===== config.mk =====
export PLATFORM = sky130hd
export DESIGN_NAME = tm_euler_integrator
export DESIGN_NICKNAME = d
export VERILOG_FILES = /design/src/rtl/tmi_pkg.sv /design/src/rtl/tmi_scale.sv /design/src/rtl/tmi_delay_line.sv /design/src/rtl/tmi_accum.sv /design/src/rtl/tm_euler_integrator.sv
export SDC_FILE = /design/constraint.sdc
export NUM_CORES = 1
export LEC_CHECK = 0
export BUFFER_PORTS_ARGS = -buffer_cell sky130_fd_sc_hd__buf_2
export CORE_MARGIN = 2
export CORE_UTILIZATION = 45
export DETAILED_ROUTE_END_ITERATION = 10
export PLACE_DENSITY = 0.65
export SETUP_SLACK_MARGIN = 0.15
export SLEW_MARGIN = 10
export SYNTH_ARGS = -nofsm -noshare
export SYNTH_HDL_FRONTEND = slang
export SYNTH_SLANG_ARGS = --single-unit

===== constraint.sdc =====
create_clock -name clk -period 6.85 [get_ports clk]
set_clock_uncertainty 0.05 [all_clocks]
set_input_delay 0 -clock clk [delete_from_list [all_inputs] [get_ports clk]]
set_output_delay 0 -clock clk [all_outputs]
set_load 0.02 [all_outputs]

===== src/rtl/tmi_pkg.sv =====
package tmi_pkg;

  // Distance from position b forward to position a on a ring of n slots.
  function automatic int ring_dist(input int a, input int b, input int n);
    return (a + n - b) % n;
  endfunction

endpackage


===== src/rtl/tmi_scale.sv =====
// Stage 1: order check, step multiplication, registered scaled increment.
module tmi_scale #(
  parameter int NCH       = 4,
  parameter int CH_W      = 2,
  parameter int IN_W      = 16,
  parameter int COEF_W    = 8,
  parameter int STEP_COEF = 20,
  parameter int STEP_FRAC = 4,
  parameter int PROD_W    = IN_W + COEF_W
) (
  input  logic                     clk,
  input  logic                     rst,
  input  logic                     in_valid,
  input  logic [CH_W-1:0]          in_chan,
  input  logic signed [IN_W-1:0]   in_data,
  input  logic                     hold,
  output logic                     s1_valid,
  output logic [CH_W-1:0]          s1_chan,
  output logic signed [PROD_W-1:0] s1_prod,
  output logic                     seq_err,
  output logic [CH_W-1:0]          exp_chan
);

  localparam logic signed [COEF_W-1:0] COEF_S = COEF_W'(STEP_COEF);
  localparam logic [CH_W-1:0]          LAST   = CH_W'(NCH - 1);

  logic signed [PROD_W-1:0] full_prod;
  logic                     take;
  logic                     wrong;

  assign full_prod = in_data * COEF_S;
  assign take      = in_valid && !hold && (in_chan == exp_chan);
  assign wrong     = in_valid && !hold && (in_chan != exp_chan);

  always_ff @(posedge clk) begin
    if (rst) begin
      s1_valid <= 1'b0;
      s1_chan  <= '0;
      s1_prod  <= '0;
      seq_err  <= 1'b0;
      exp_chan <= '0;
    end else begin
      s1_valid <= take;
      seq_err  <= wrong;
      if (take) begin
        s1_chan  <= in_chan;
        s1_prod  <= full_prod >>> STEP_FRAC;
        exp_chan <= (exp_chan == LAST) ? '0 : exp_chan + 1'b1;
      end
    end
  end

endmodule


===== src/rtl/tmi_delay_line.sv =====
// Recirculating state: NCH words, head = oldest channel, tail takes new sums.
module tmi_delay_line #(
  parameter int NCH   = 4,
  parameter int CH_W  = 2,
  parameter int ACC_W = 24
) (
  input  logic                    clk,
  input  logic                    rst,
  input  logic                    shift_en,
  input  logic signed [ACC_W-1:0] shift_din,
  input  logic                    pre_en,
  input  logic [CH_W-1:0]         pre_chan,
  input  logic signed [ACC_W-1:0] pre_data,
  output logic signed [ACC_W-1:0] head_q
);

  localparam logic [CH_W-1:0] LAST = CH_W'(NCH - 1);

  logic signed [ACC_W-1:0] line_q   [NCH];
  logic signed [ACC_W-1:0] line_nxt [NCH];
  logic [CH_W-1:0]         head_chan;
  logic [CH_W-1:0]         head_nxt;
  logic [CH_W-1:0]         pre_pos;

  assign head_nxt = !shift_en ? head_chan :
                    (head_chan == LAST) ? '0 : head_chan + 1'b1;

  // Slot of the preloaded channel once this cycle's shift is applied.
  assign pre_pos = CH_W'(tmi_pkg::ring_dist(int'(pre_chan), int'(head_nxt), NCH));

  for (genvar p = 0; p < NCH; p++) begin : g_slot
    logic signed [ACC_W-1:0] moved;
    if (p == NCH - 1) begin : g_tail
      assign moved = shift_din;
    end else begin : g_body
      assign moved = line_q[p+1];
    end
    assign line_nxt[p] = (pre_en && pre_pos == CH_W'(p)) ? pre_data :
                         shift_en                          ? moved    :
                                                             line_q[p];
  end

  always_ff @(posedge clk) begin
    if (rst) begin
      head_chan <= '0;
      for (int p = 0; p < NCH; p++) line_q[p] <= '0;
    end else begin
      head_chan <= head_nxt;
      for (int p = 0; p < NCH; p++) line_q[p] <= line_nxt[p];
    end
  end

  assign head_q = line_q[0];

endmodule


===== src/rtl/tmi_accum.sv =====
// Stage 2: saturating add and per-channel output registers.
module tmi_accum #(
  parameter int NCH    = 4,
  parameter int CH_W   = 2,
  parameter int ACC_W  = 24,
  parameter int PROD_W = 24
) (
  input  logic                     clk,
  input  logic                     rst,
  input  logic                     s1_valid,
  input  logic [CH_W-1:0]          s1_chan,
  input  logic signed [PROD_W-1:0] s1_prod,
  input  logic signed [ACC_W-1:0]  head_q,
  input  logic                     pre_en,
  input  logic [CH_W-1:0]          pre_chan,
  input  logic signed [ACC_W-1:0]  pre_data,
  output logic                     shift_en,
  output logic signed [ACC_W-1:0]  sum_sat,
  output logic [NCH-1:0][ACC_W-1:0] ch_out,
  output logic [NCH-1:0]           ch_upd
);

  localparam int EXT = ACC_W + 1 - PROD_W;
  localparam logic signed [ACC_W-1:0] MAXV = {1'b0, {(ACC_W-1){1'b1}}};
  localparam logic signed [ACC_W-1:0] MINV = {1'b1, {(ACC_W-1){1'b0}}};

  logic signed [ACC_W:0]     head_x;
  logic signed [ACC_W:0]     prod_x;
  logic signed [ACC_W:0]     sum_w;
  logic [NCH-1:0][ACC_W-1:0] out_nxt;
  logic [NCH-1:0]            upd_nxt;

  assign shift_en = s1_valid;
  assign head_x   = {head_q[ACC_W-1], head_q};
  assign prod_x   = {{EXT{s1_prod[PROD_W-1]}}, s1_prod};
  assign sum_w    = head_x + prod_x;

  always_comb begin
    if (sum_w[ACC_W] != sum_w[ACC_W-1]) sum_sat = sum_w[ACC_W] ? MINV : MAXV;
    else                                sum_sat = sum_w[ACC_W-1:0];
  end

  for (genvar i = 0; i < NCH; i++) begin : g_chan
    logic hit_pre;
    logic hit_add;
    assign hit_pre    = pre_en && (pre_chan == CH_W'(i));
    assign hit_add    = s1_valid && (s1_chan == CH_W'(i));
    assign out_nxt[i] = hit_pre ? pre_data : hit_add ? sum_sat : ch_out[i];
    assign upd_nxt[i] = hit_add && !hit_pre;
  end

  always_ff @(posedge clk) begin
    if (rst) begin
      ch_out <= '0;
      ch_upd <= '0;
    end else begin
      ch_out <= out_nxt;
      ch_upd <= upd_nxt;
    end
  end

endmodule


===== src/rtl/tm_euler_integrator.sv =====
module tm_euler_integrator #(
  parameter int NCH       = 4,
  parameter int IN_W      = 16,
  parameter int COEF_W    = 8,
  parameter int STEP_COEF = 20,
  parameter int STEP_FRAC = 4,
  parameter int ACC_W     = 24,
  parameter int CH_W      = (NCH > 1) ? $clog2(NCH) : 1
) (
  input  logic                      clk,
  input  logic                      rst,
  input  logic                      in_valid,
  input  logic [CH_W-1:0]           in_chan,
  input  logic signed [IN_W-1:0]    in_data,
  input  logic                      preload_en,
  input  logic [CH_W-1:0]           preload_chan,
  input  logic signed [ACC_W-1:0]   preload_data,
  output logic [NCH-1:0][ACC_W-1:0] ch_out,
  output logic [NCH-1:0]            ch_upd,
  output logic                      seq_err
);

  localparam int PROD_W = IN_W + COEF_W;

  logic                     s1_valid;
  logic [CH_W-1:0]          s1_chan;
  logic signed [PROD_W-1:0] s1_prod;
  logic [CH_W-1:0]          exp_chan;
  logic                     shift_en;
  logic signed [ACC_W-1:0]  sum_sat;
  logic signed [ACC_W-1:0]  head_q;

  tmi_scale #(
    .NCH(NCH), .CH_W(CH_W), .IN_W(IN_W), .COEF_W(COEF_W),
    .STEP_COEF(STEP_COEF), .STEP_FRAC(STEP_FRAC), .PROD_W(PROD_W)
  ) u_scale (
    .clk(clk), .rst(rst), .in_valid(in_valid), .in_chan(in_chan),
    .in_data(in_data), .hold(preload_en), .s1_valid(s1_valid),
    .s1_chan(s1_chan), .s1_prod(s1_prod), .seq_err(seq_err),
    .exp_chan(exp_chan)
  );

  tmi_delay_line #(.NCH(NCH), .CH_W(CH_W), .ACC_W(ACC_W)) u_line (
    .clk(clk), .rst(rst), .shift_en(shift_en), .shift_din(sum_sat),
    .pre_en(preload_en), .pre_chan(preload_chan), .pre_data(preload_data),
    .head_q(head_q)
  );

  tmi_accum #(.NCH(NCH), .CH_W(CH_W), .ACC_W(ACC_W), .PROD_W(PROD_W)) u_accum (
    .clk(clk), .rst(rst), .s1_valid(s1_valid), .s1_chan(s1_chan),
    .s1_prod(s1_prod), .head_q(head_q), .pre_en(preload_en),
    .pre_chan(preload_chan), .pre_data(preload_data), .shift_en(shift_en),
    .sum_sat(sum_sat), .ch_out(ch_out), .ch_upd(ch_upd)
  );

endmodule


==> results of run 1 <==
cells by family after synthesis:
kind of cell	count (synthesis)	synth area share, %
buffers and inverters	145	5.29
xor gates and xnor gates	32	2.34
AOI/OAI and AO/OA	435	24.2
adders and majority gates	58	6.19
muxes	76	6.37
and+or+nand+nor	489	18.5
DFF	222	37.2
layout by cell type (no fill, tap or decap), types with 24 or more instances in the layout:
cell type / count
a211oi_1: 82
buf_2: 147
nand2_1: 81
clkbuf_16: 27
ha_1: 56
mux2i_1: 75
nand3_1: 24
xnor2_1: 24
dlygate4sd3_1: 39
dfxtp_1: 221
a21oi_1: 46
nor2_1: 290
a31oi_1: 96
o21ai_0: 125
worst max path at each step:
| stage | start | endpoint | slack [ns] | depth (start not counted) |
|---|---|---|---|---|
| CTS | u_scale.s1_prod[0] | u_line.line_q[3][10] | 2.63 | 13 |
| floorplan | u_scale.s1_valid | u_line.line_q[3][10] | 3.54 | 12 |
| global route | u_line.line_q[0][0] | u_line.line_q[3][10] | 2.34 | 13 |
| finish | u_scale.s1_prod[0] | u_line.line_q[3][10] | 2.56 | 13 |
| detailed placement | u_scale.s1_prod[17] | u_accum.ch_out[76] | 2.85 | 10 |
| global placement | u_scale.s1_prod[17] | u_accum.ch_out[6] | 2.95 | 10 |
metal layers:
metal  routed length, um  track usage, %  share of wire [%]
met1               16000            32.6                 45
met2               16700            41.9                 47
met3                1640            2.54                4.6
met4                1260            8.85                3.5
met5                   0               0                  0
worst min-delay path: stages:
cell,delay (ns)
buf_2,0.08
ha_1,0.13
ha_1,0.17
nand2_1,0.10
a21oi_1,0.12
metrics by stage:
step | instance area (um2) | power, uW | utilization, % | std cells | hold WS, ns
2_1_floorplan | 12000 | 1800 | - | 1457 | 0.0860
3_3_place_gp | 12700 | 1940 | 48.9 | 1832 | 0.222
3_5_place_dp | 12700 | 1950 | 48.9 | 1832 | 0.225
4_1_cts | 14000 | 3320 | 53.6 | 1914 | 0.0510
5_1_grt | 14000 | 3430 | 53.6 | 1914 | 0.0717
6_report | 14000 | 3290 | 53.6 | 1914 | 0.0686
what timing repair did:
item	4_1_cts	5_1_grt
hold endpoints to repair	207	0
hold buffers	39	0
gates resized for setup	0	0
final cells by class:
type                            count  area (um2)  area share (%)
Multi-Input combinational cell   1090        6910            49.5
Sequential cell                   222        4450            31.9
Timing Repair Buffer              208        1290            9.28
Clock buffer                       36         759            5.44
Tap cell                          335         419            3.00
Clock inverter                      7        66.3           0.475
Inverter                           16        60.1           0.430
registers in the layout (all words and copies together), names as in the netlist:
signal	count
u_accum.ch_out	96
u_accum.ch_upd	4
u_line.head_chan	2
u_line.line_q	96
u_scale.exp_chan	2
u_scale.s1_chan	2
u_scale.s1_prod	18
u_scale.s1_valid	1
u_scale.seq_err	1
report_power, final:
group | total (uW) | internal (uW) | switching [uW] | leakage, uW
Sequential | 1410 | 1370 | 47.9 | 0.00181
Combinational | 530 | 204 | 326 | 0.00354
Clock | 1350 | 805 | 544 | 0.000413
Total | 3290 | 2380 | 919 | 0.00577
==> summary.txt, run 1 <==
Run status
  – Status: complete, no violations

Global route
  – Antenna violations before repair: 0
  – All-layer global routing usage: 24.7%
  – First-pass GRT wire length: around 57000 um
  – Vias in the first global route: 10500
  – Largest net degree at the start of global routing: 88
  – Grt ovf: 0

Synth
  – Sequential area share after synthesis: 37.2%
  – Mapped Nets: 1563
  – Post-synthesis cell count: 1457
  – Area leader, netlist: dfxtp_1
  – Most frequent cell after synthesis: nor2_1
  – Synth cell count leaders: nor2_1, dfxtp_1, o21ai_0
  – Cell Area, Synth: around 12000 um2
  – Warnings from Yosys: 0
  – Dominant synthesized flop cell: dfxtp_1
  – Mean Syn Cell Area: about 8.2 um2
  – Cell variety after synth: 69
  – Fraction of registers with async set or reset after synthesis: 0%
  – Post-synthesis register bit count: 222
  – Synth top area share: 37.2%
  – Top cells by area, synth: dfxtp_1, nor2_1, mux2i_1
  – Post-synth EDFFs: 0

Finish
  – # diodes: 0
  – Ratio of cells with drive above 1 in the final layout: 16.3%
  – Filler Cells Inserted: approximately 2500
  – Synth-to-layout area growth: 16.7%
  – Nets: 1670

Routing
  – TritonRoute pass-1 iters: 6
  – Drt first-iter violations: 958
  – Mean routed wirelength per cell: about 19 um
  – Final WL: 35600 um
  – DRC viols: 0
  – Antenna-violating nets left: 0
  – Via count: 11200
  – DR vias/cell: slightly below 6

Timing
  – Setup ws final: 2.56 ns
  – Final setup viols: 0
  – Slew @ Worst Pin: between 1 and 1.5 ns
  – Tcrit/Tclk final: 62.6%
  – Slew Viols, Final: 0
  – Max-slew headroom: 23.2%
  – Post-route minimum period: approximately 4.3 ns
  – Peak Freq: between 200 and 250 MHz
  – Hold Vio Cnt, Final: 0
  – RSZ-0062 raised after global routing: no
  – Setup TNS: 0 ns

Worst setup path
  – Worst Path Arrival: 4.70 ns
  – Setup crit end kind: flop
  – Data required time of the worst path: 7.26 ns
  – Worst Path Buf+Inv: 3
  – Max incr delay on CP: between 0.5 and 0.6 ns
  – Crit-path max FO: 19
  – Crit path cell chain: ha_1 > inv_1 > fa_1 > nand2b_1 > a21oi_1 > o21ai_2 > and4_1 > o31ai_1 > a2111o_1 > buf_4 > nand3_1 > a221oi_2 > dlygate4sd3_1
  – Crit path max-delay family: compound AO/OA/AOI/OAI gates
  – Worst reg-to-reg path cell count: 13
  – Worst reg-to-reg setup slack: between 2 and 3 ns
  – Crit path max-delay cell type: dlygate4sd3_1
  – Crit start category: flop
  – R2r endpoint: u_line.line_q[3][10]
  – FF-to-FF Start: u_scale.s1_prod[0]
  – Crit path kind: flop to flop

Clock network
  – Worst-path clk slew: 0.06 ns
  – CTS H-tree depth: 1
  – TritonCTS buffer count: 26
  – Clock buffer depth: 3
  – CTS tree: yes
  – Clk sinks: 222
  – Root buf cell: clkbuf_16
  – Post-CTS Setup Bufs: 0
  – Latest clock arrival within the worst-skew pair: 0.52 ns

Floorplan
  – Core area: 26100 um2
  – Ports: 149
  – # rows: a little under 60
  – Die width: 167 um
  – Full die area: 27900 um2
  – Initial Util: 45.9%
  – Die height: 167 um

Power and ir drop
  – Worst vdd ir: 0.205 mV
  – PD cells: 236 nW/um2
  – Leak: 0.00577 uW

Placement
  – Post-Place Setup Slack: 2.85 ns
  – IO buf count: 148
  – DP HPWL: 23800 um
  – Routability cong.: between 0.9 and 1

Worst hold path
  – Hold path start: in_data[1]
  – Worst Hold Class: input port to flop
  – Hold Path End: u_scale.s1_prod[1]
  – Hold path depth: 5

Flow run
  – Max-cap viol count: 0
Note: power is estimated with default switching activity, not from simulation.
==> run 2: changes to the inputs <==
- PLACE_DENSITY: 0.65 -> 0.68
- clock period: 6.85 -> 3.48 ns (I/O delays scaled with it)
==> run 2 against run 1 <==
Final cell count is 0.89% higher. Critical path depth is 1 lower. Total power is 110% higher.
==> summary.txt, run 2 (synthesized netlist as in run 1, its figures left out) <==
Timing
  – Hold Vio Cnt, Final: 0
  – RSZ-0062 raised after global routing: no
  – Max-slew headroom: approximately 39%
  – Peak Freq: ~320 MHz
  – Post-route minimum period: 3.16 ns
  – Final setup viols: 0
  – Tcrit/Tclk final: approximately nine tenths
  – Slew @ Worst Pin: ~0.91 ns
  – Setup TNS: 0 ns
  – Setup ws final: 0.324 ns
  – Slew Viols, Final: 0

Global route
  – Grt ovf: 0
  – All-layer global routing usage: 25.3%
  – Vias in the first global route: roughly 11000
  – Largest net degree at the start of global routing: 97
  – First-pass GRT wire length: 58300 um
  – Antenna violations before repair: 1

Finish
  – Commonest non-fill, non-tap cells in the layout: nor2_1, dfxtp_1, buf_2, o21ai_0, a31oi_1
  – # diodes: 0
  – Ratio of cells with drive above 1 in the final layout: around 17%
  – Non-Filler Instances: 1931
  – Most common cell after layout, fill and taps aside: nor2_1
  – Synth-to-layout area growth: 18.9%
  – Filler Cells Inserted: 2410
  – Post-route cell area: between 10000 and 15000 um2
  – Nets: 1682
  – Core Util, Final: 54.6%
  – Biggest regs: u_accum.ch_out: 96 flops, u_line.line_q: 96 flops, u_scale.s1_prod: 18 flops

Clock network
  – Latest clock arrival within the worst-skew pair: 0.53 ns
  – Clk sinks: between 200 and 250
  – CTS H-tree depth: 1
  – Root buf cell: clkbuf_16
  – Post-CTS Setup Bufs: 0
  – TritonCTS buffer count: 26
  – CTS tree: yes
  – Clock buffer depth: 3
  – Worst-path clk slew: approximately 0.060 ns

Worst setup path
  – Crit-path max FO: 19
  – Crit start category: flop
  – Setup crit end kind: flop
  – Worst reg-to-reg path cell count: 12
  – FF-to-FF Start: u_scale.s1_prod[0]
  – Crit path kind: flop to flop
  – R2r endpoint: u_line.line_q[3][2]
  – Worst Path Arrival: 3.55 ns
  – Data required time of the worst path: roughly 3.9 ns
  – Worst reg-to-reg setup slack: 0.32 ns

Worst hold path
  – Worst Hold Class: input port to flop
  – Hold path start: in_data[1]
  – Hold Path End: u_scale.s1_prod[1]
  – Hold path depth: 5

Power and ir drop
  – Leak: 0.00589 uW
  – PD cells: around 480 nW/um2
  – Worst vdd ir: 0.451 mV

Routing
  – Antenna-violating nets left: 0
  – Mean routed wirelength per cell: 18.8 um
  – DRC viols: 0
  – Final WL: between 30000 and 40000 um
  – TritonRoute pass-1 iters: 5
  – Via count: 11400
  – DR vias/cell: ~5.9
  – Drt first-iter violations: 1009

Floorplan
  – Initial Util: 45.9%
  – Die height: 167 um
  – Die width: 167 um
  – Core area: 26100 um2
  – # rows: 59
  – Full die area: 27900 um2
  – Ports: 149

Placement
  – Placed cell area: ~13000 um2
  – Routability cong.: 0.931
  – DP HPWL: around 24000 um
  – Placed cell count: 1845
  – Post-Place Setup Slack: around 0.18 ns
  – IO buf count: 148

Flow run
  – Max-cap viol count: 0

Run status
  – Status: complete, no violations
run 2: final cells by class:
cell class	instances	area, um2	area share, %
inverter	16	60.1	0.422
sequential	222	4450	31.3
clock buffer	37	722	5.08
tap	335	419	2.95
multi-input combinational	1090	6920	48.7
clock inverter	11	200	1.41
timing repair buffer	220	1450	10.2
run 2: how the worst max path moves through the flow:
stage / endpoint / start / slack [ns]
floorplan: u_line.line_q[3][10] / u_scale.s1_valid / 0.17
global placement: u_line.line_q[3][20] / u_scale.s1_prod[0] / 0.32
detailed placement: u_line.line_q[3][10] / u_scale.s1_prod[0] / 0.18
CTS: u_line.line_q[3][20] / u_scale.s1_prod[0] / 0.17
global route: u_line.line_q[3][20] / u_scale.s1_prod[0] / 0.19
finish: u_line.line_q[3][2] / u_scale.s1_prod[0] / 0.32
run 2: what timing repair did:
| item | in CTS | in global routing |
|---|---|---|
| endpoints found under the hold margin | 217 | 0 |
| setup endpoints to repair | 2 | 23 |
| gates resized for setup | 1 | 3 |
| hold buffers | 38 | 0 |
| pin swaps | 0 | 1 |
| cloned | 0 | 0 |
run 2: worst max-delay path: stages (launching register included):
cell and delay (ns):
dfxtp_1 0.33, ha_1 0.20, inv_1 0.07, fa_1 0.40, nand2b_1 0.21, a21oi_2 0.18, o21ai_2 0.12, and4_1 0.27
o31ai_4 0.22, a2111o_1 0.22, buf_12 0.21, nand4_1 0.28, a211oi_1 0.28
run 2: layer usage:
layer	part of all wire (%)	routed length [um]	GRT usage, %
met5	0.019	7	0
met4	3.1	1130	8.43
met3	5.0	1830	3.37
met2	49	17700	43.9
met1	43	15700	32.4
run 2: per-stage QoR:
stage,hold WS (ns),total power (uW)
floorplan,0.0860,3540
global placement,0.223,3830
detailed placement,0.235,3850
CTS,0.0498,6800
global route,0.0939,7020
finish,0.0514,6770
run 2: report_power, final:
group | leakage, uW | internal (uW) | switching (uW) | total [uW]
sequential | 0.00181 | 2690 | 91.7 | 2780
combinational | 0.00363 | 411 | 653 | 1060
clock | 0.000442 | 1820 | 1100 | 2930
==> run 3: changes to the inputs <==
- CTS_BUF_LIST: unset -> sky130_fd_sc_hd__clkbuf_4
==> run 3 against run 2 <==
Cell area up 1.2%. Critical path type unchanged. Critical path depth did not move. Register-to-register slack about the same. Die area unchanged.
==> summary.txt, run 3 (synthesized netlist as in run 1, its figures left out) <==
Routing
  – Antenna-violating nets left: 0
  – DRC viols: 0
  – Via count: 11800
  – Final WL: ~37000 um
  – DR vias/cell: a little under 6
  – Mean routed wirelength per cell: between 15 and 20 um
  – Drt first-iter violations: 960
  – TritonRoute pass-1 iters: 6

Worst hold path
  – Worst Hold Class: input port to flop
  – Hold Path End: u_scale.s1_prod[9]
  – Hold path start: in_data[7]
  – Hold path depth: 7

Global route
  – Antenna violations before repair: 1
  – Grt ovf: 0
  – Vias in the first global route: between 10000 and 15000
  – Largest net degree at the start of global routing: slightly below 90
  – First-pass GRT wire length: between 60000 and 70000 um
  – All-layer global routing usage: 26.2%

Flow run
  – Max-cap viol count: 0

Placement
  – Routability cong.: 0.931
  – DP HPWL: 24300 um
  – IO buf count: 148

Worst setup path
  – Data required time of the worst path: 4.02 ns
  – Worst Path Arrival: 3.70 ns
  – Worst reg-to-reg path cell count: 12
  – Setup crit end kind: flop
  – Crit. Startpoint: u_scale.s1_prod[0]
  – Crit start category: flop
  – Crit path max-delay cell type: fa_1
  – Crit-path max FO: 19
  – R2r endpoint: u_line.line_q[3][22]
  – Crit path cell chain: ha_1 > inv_1 > fa_1 > nand2b_1 > a21oi_2 > o21ai_2 > and4_1 > o31ai_4 > a2111o_1 > buf_12 > nand4b_1 > a211oi_1
  – Crit path kind: flop to flop
  – FF-to-FF Start: u_scale.s1_prod[0]
  – Max incr delay on CP: slightly above 0.4 ns
  – Worst reg-to-reg setup slack: 0.32 ns

Clock network
  – Post-CTS Setup Bufs: 0
  – Root buf cell: clkbuf_4
  – Worst-path clk slew: 0.07 ns
  – Latest clock arrival within the worst-skew pair: 0.72 ns
  – CTS H-tree depth: 2
  – Clk sinks: 222
  – CTS tree: yes
  – TritonCTS buffer count: 59
  – Clock buffer depth: 3

Timing
  – Setup TNS: 0 ns
  – Final setup viols: 0
  – RSZ-0062 raised after global routing: yes
  – Peak Freq: 317 MHz
  – Hold Vio Cnt, Final: 0
  – Tcrit/Tclk final: between 90% and 100%
  – Slew Viols, Final: 0
  – Max-slew headroom: slightly above 40%
  – Post-route minimum period: roughly 3.2 ns
  – Slew @ Worst Pin: 0.892 ns
  – Hold_ws: ~0.047 ns

Finish
  – Ratio of cells with drive above 1 in the final layout: 19.8%
  – Nets: 1746
  – Filler Cells Inserted: 2404
  – Most common cell after layout, fill and taps aside: nor2_1
  – Synth-to-layout area growth: 20.3%
  – Commonest non-fill, non-tap cells in the layout: nor2_1, dfxtp_1, buf_2, o21ai_0, a31oi_1
  – Core Util, Final: 55.2%
  – Biggest regs: u_accum.ch_out: 96 flops, u_line.line_q: 96 flops, u_scale.s1_prod: 18 flops

Power and ir drop
  – PD cells: roughly 430 nW/um2
  – Worst vdd ir: 0.308 mV
  – Leak: 0.00605 uW

Floorplan
  – Full die area: around 28000 um2
  – # rows: between 50 and 60
  – Die height: 167 um
  – Ports: approximately 150
  – Initial Util: 45.9%
  – Core area: 26100 um2
  – Die width: between 150 and 200 um

Run status
  – Status: complete, no violations
## run 3: changes by cell type in the layout (fill, tap and decap cells not counted), sizes merged
cell / change
dlygate4sd3: +29
buf: +2
diode: +1
clkbuf: +56
clkinv: +6
clkinvlp: -2
bufinv: -5
## run 3: timing repair
action                     in CTS  in global routing
hold buffers                   69                  0
hold endpoints to repair      220                  0
setup endpoints to repair       3                 28
pin swaps                       0                  0
resized for setup               1                  3
## run 3: layout make-up
cell class,instances,area [um2],share of cell area [%]
multi-input cells,1090,6920,48.1
flip-flops and latches,222,4450,30.9
repair buffers,251,1780,12.4
clock buffers,93,698,4.85
well taps,335,419,2.91
inverters,16,60.1,0.417
clock inverters,10,56.3,0.391
diodes,1,2.50,0.0174
## run 3: stage by stage
| step | instance area, um2 | std cells | total power [uW] | setup slack (ns) |
|---|---|---|---|---|
| final | 14400 | 2018 | 6230 | 0.322 |
| after global routing | 14400 | 2018 | 6530 | 0.171 |
| after CTS | 14400 | 2017 | 6270 | 0.152 |
| after detailed placement | 12900 | 1845 | 3850 | 0.177 |
| after global placement | 12900 | 1845 | 3830 | 0.322 |
| after floorplan | 12000 | 1457 | 3540 | 0.168 |
## run 3: worst max-delay path: cells and delay by family (launching register included)
family / cells / cell delay [ns]
AO/OA/AOI/OAI: 5 / 1.01
adder cells (fa/ha/maj): 2 / 0.61
buffers and inverters: 2 / 0.28
flip-flops: 1 / 0.34
AND/OR/NAND/NOR: 3 / 0.74
## run 3: power by group
| group | internal (uW) | total (uW) | switching (uW) |
|---|---|---|---|
| clock network | 1210 | 2330 | 1120 |
| registers | 2690 | 2780 | 90.8 |
| logic | 455 | 1120 | 666 |
## run 3: worst max path at each step
stage / to / slack [ns] / cells after the start
after detailed placement: u_line.line_q[3][10] / 0.18 / 12
after CTS: u_line.line_q[3][20] / 0.15 / 11
after floorplan: u_line.line_q[3][10] / 0.17 / 12
after global routing: u_line.line_q[3][20] / 0.17 / 11
final: u_line.line_q[3][22] / 0.32 / 12
after global placement: u_line.line_q[3][20] / 0.32 / 11
## run 3: metal layers
layer	up-vias	GRT usage [%]	part of all wire [%]
li1	5652	-	-
met1	5558	32.6	42
met2	465	44.8	48
met3	100	4.06	6.1
met4	0	11.5	3.7
met5	-	0	0
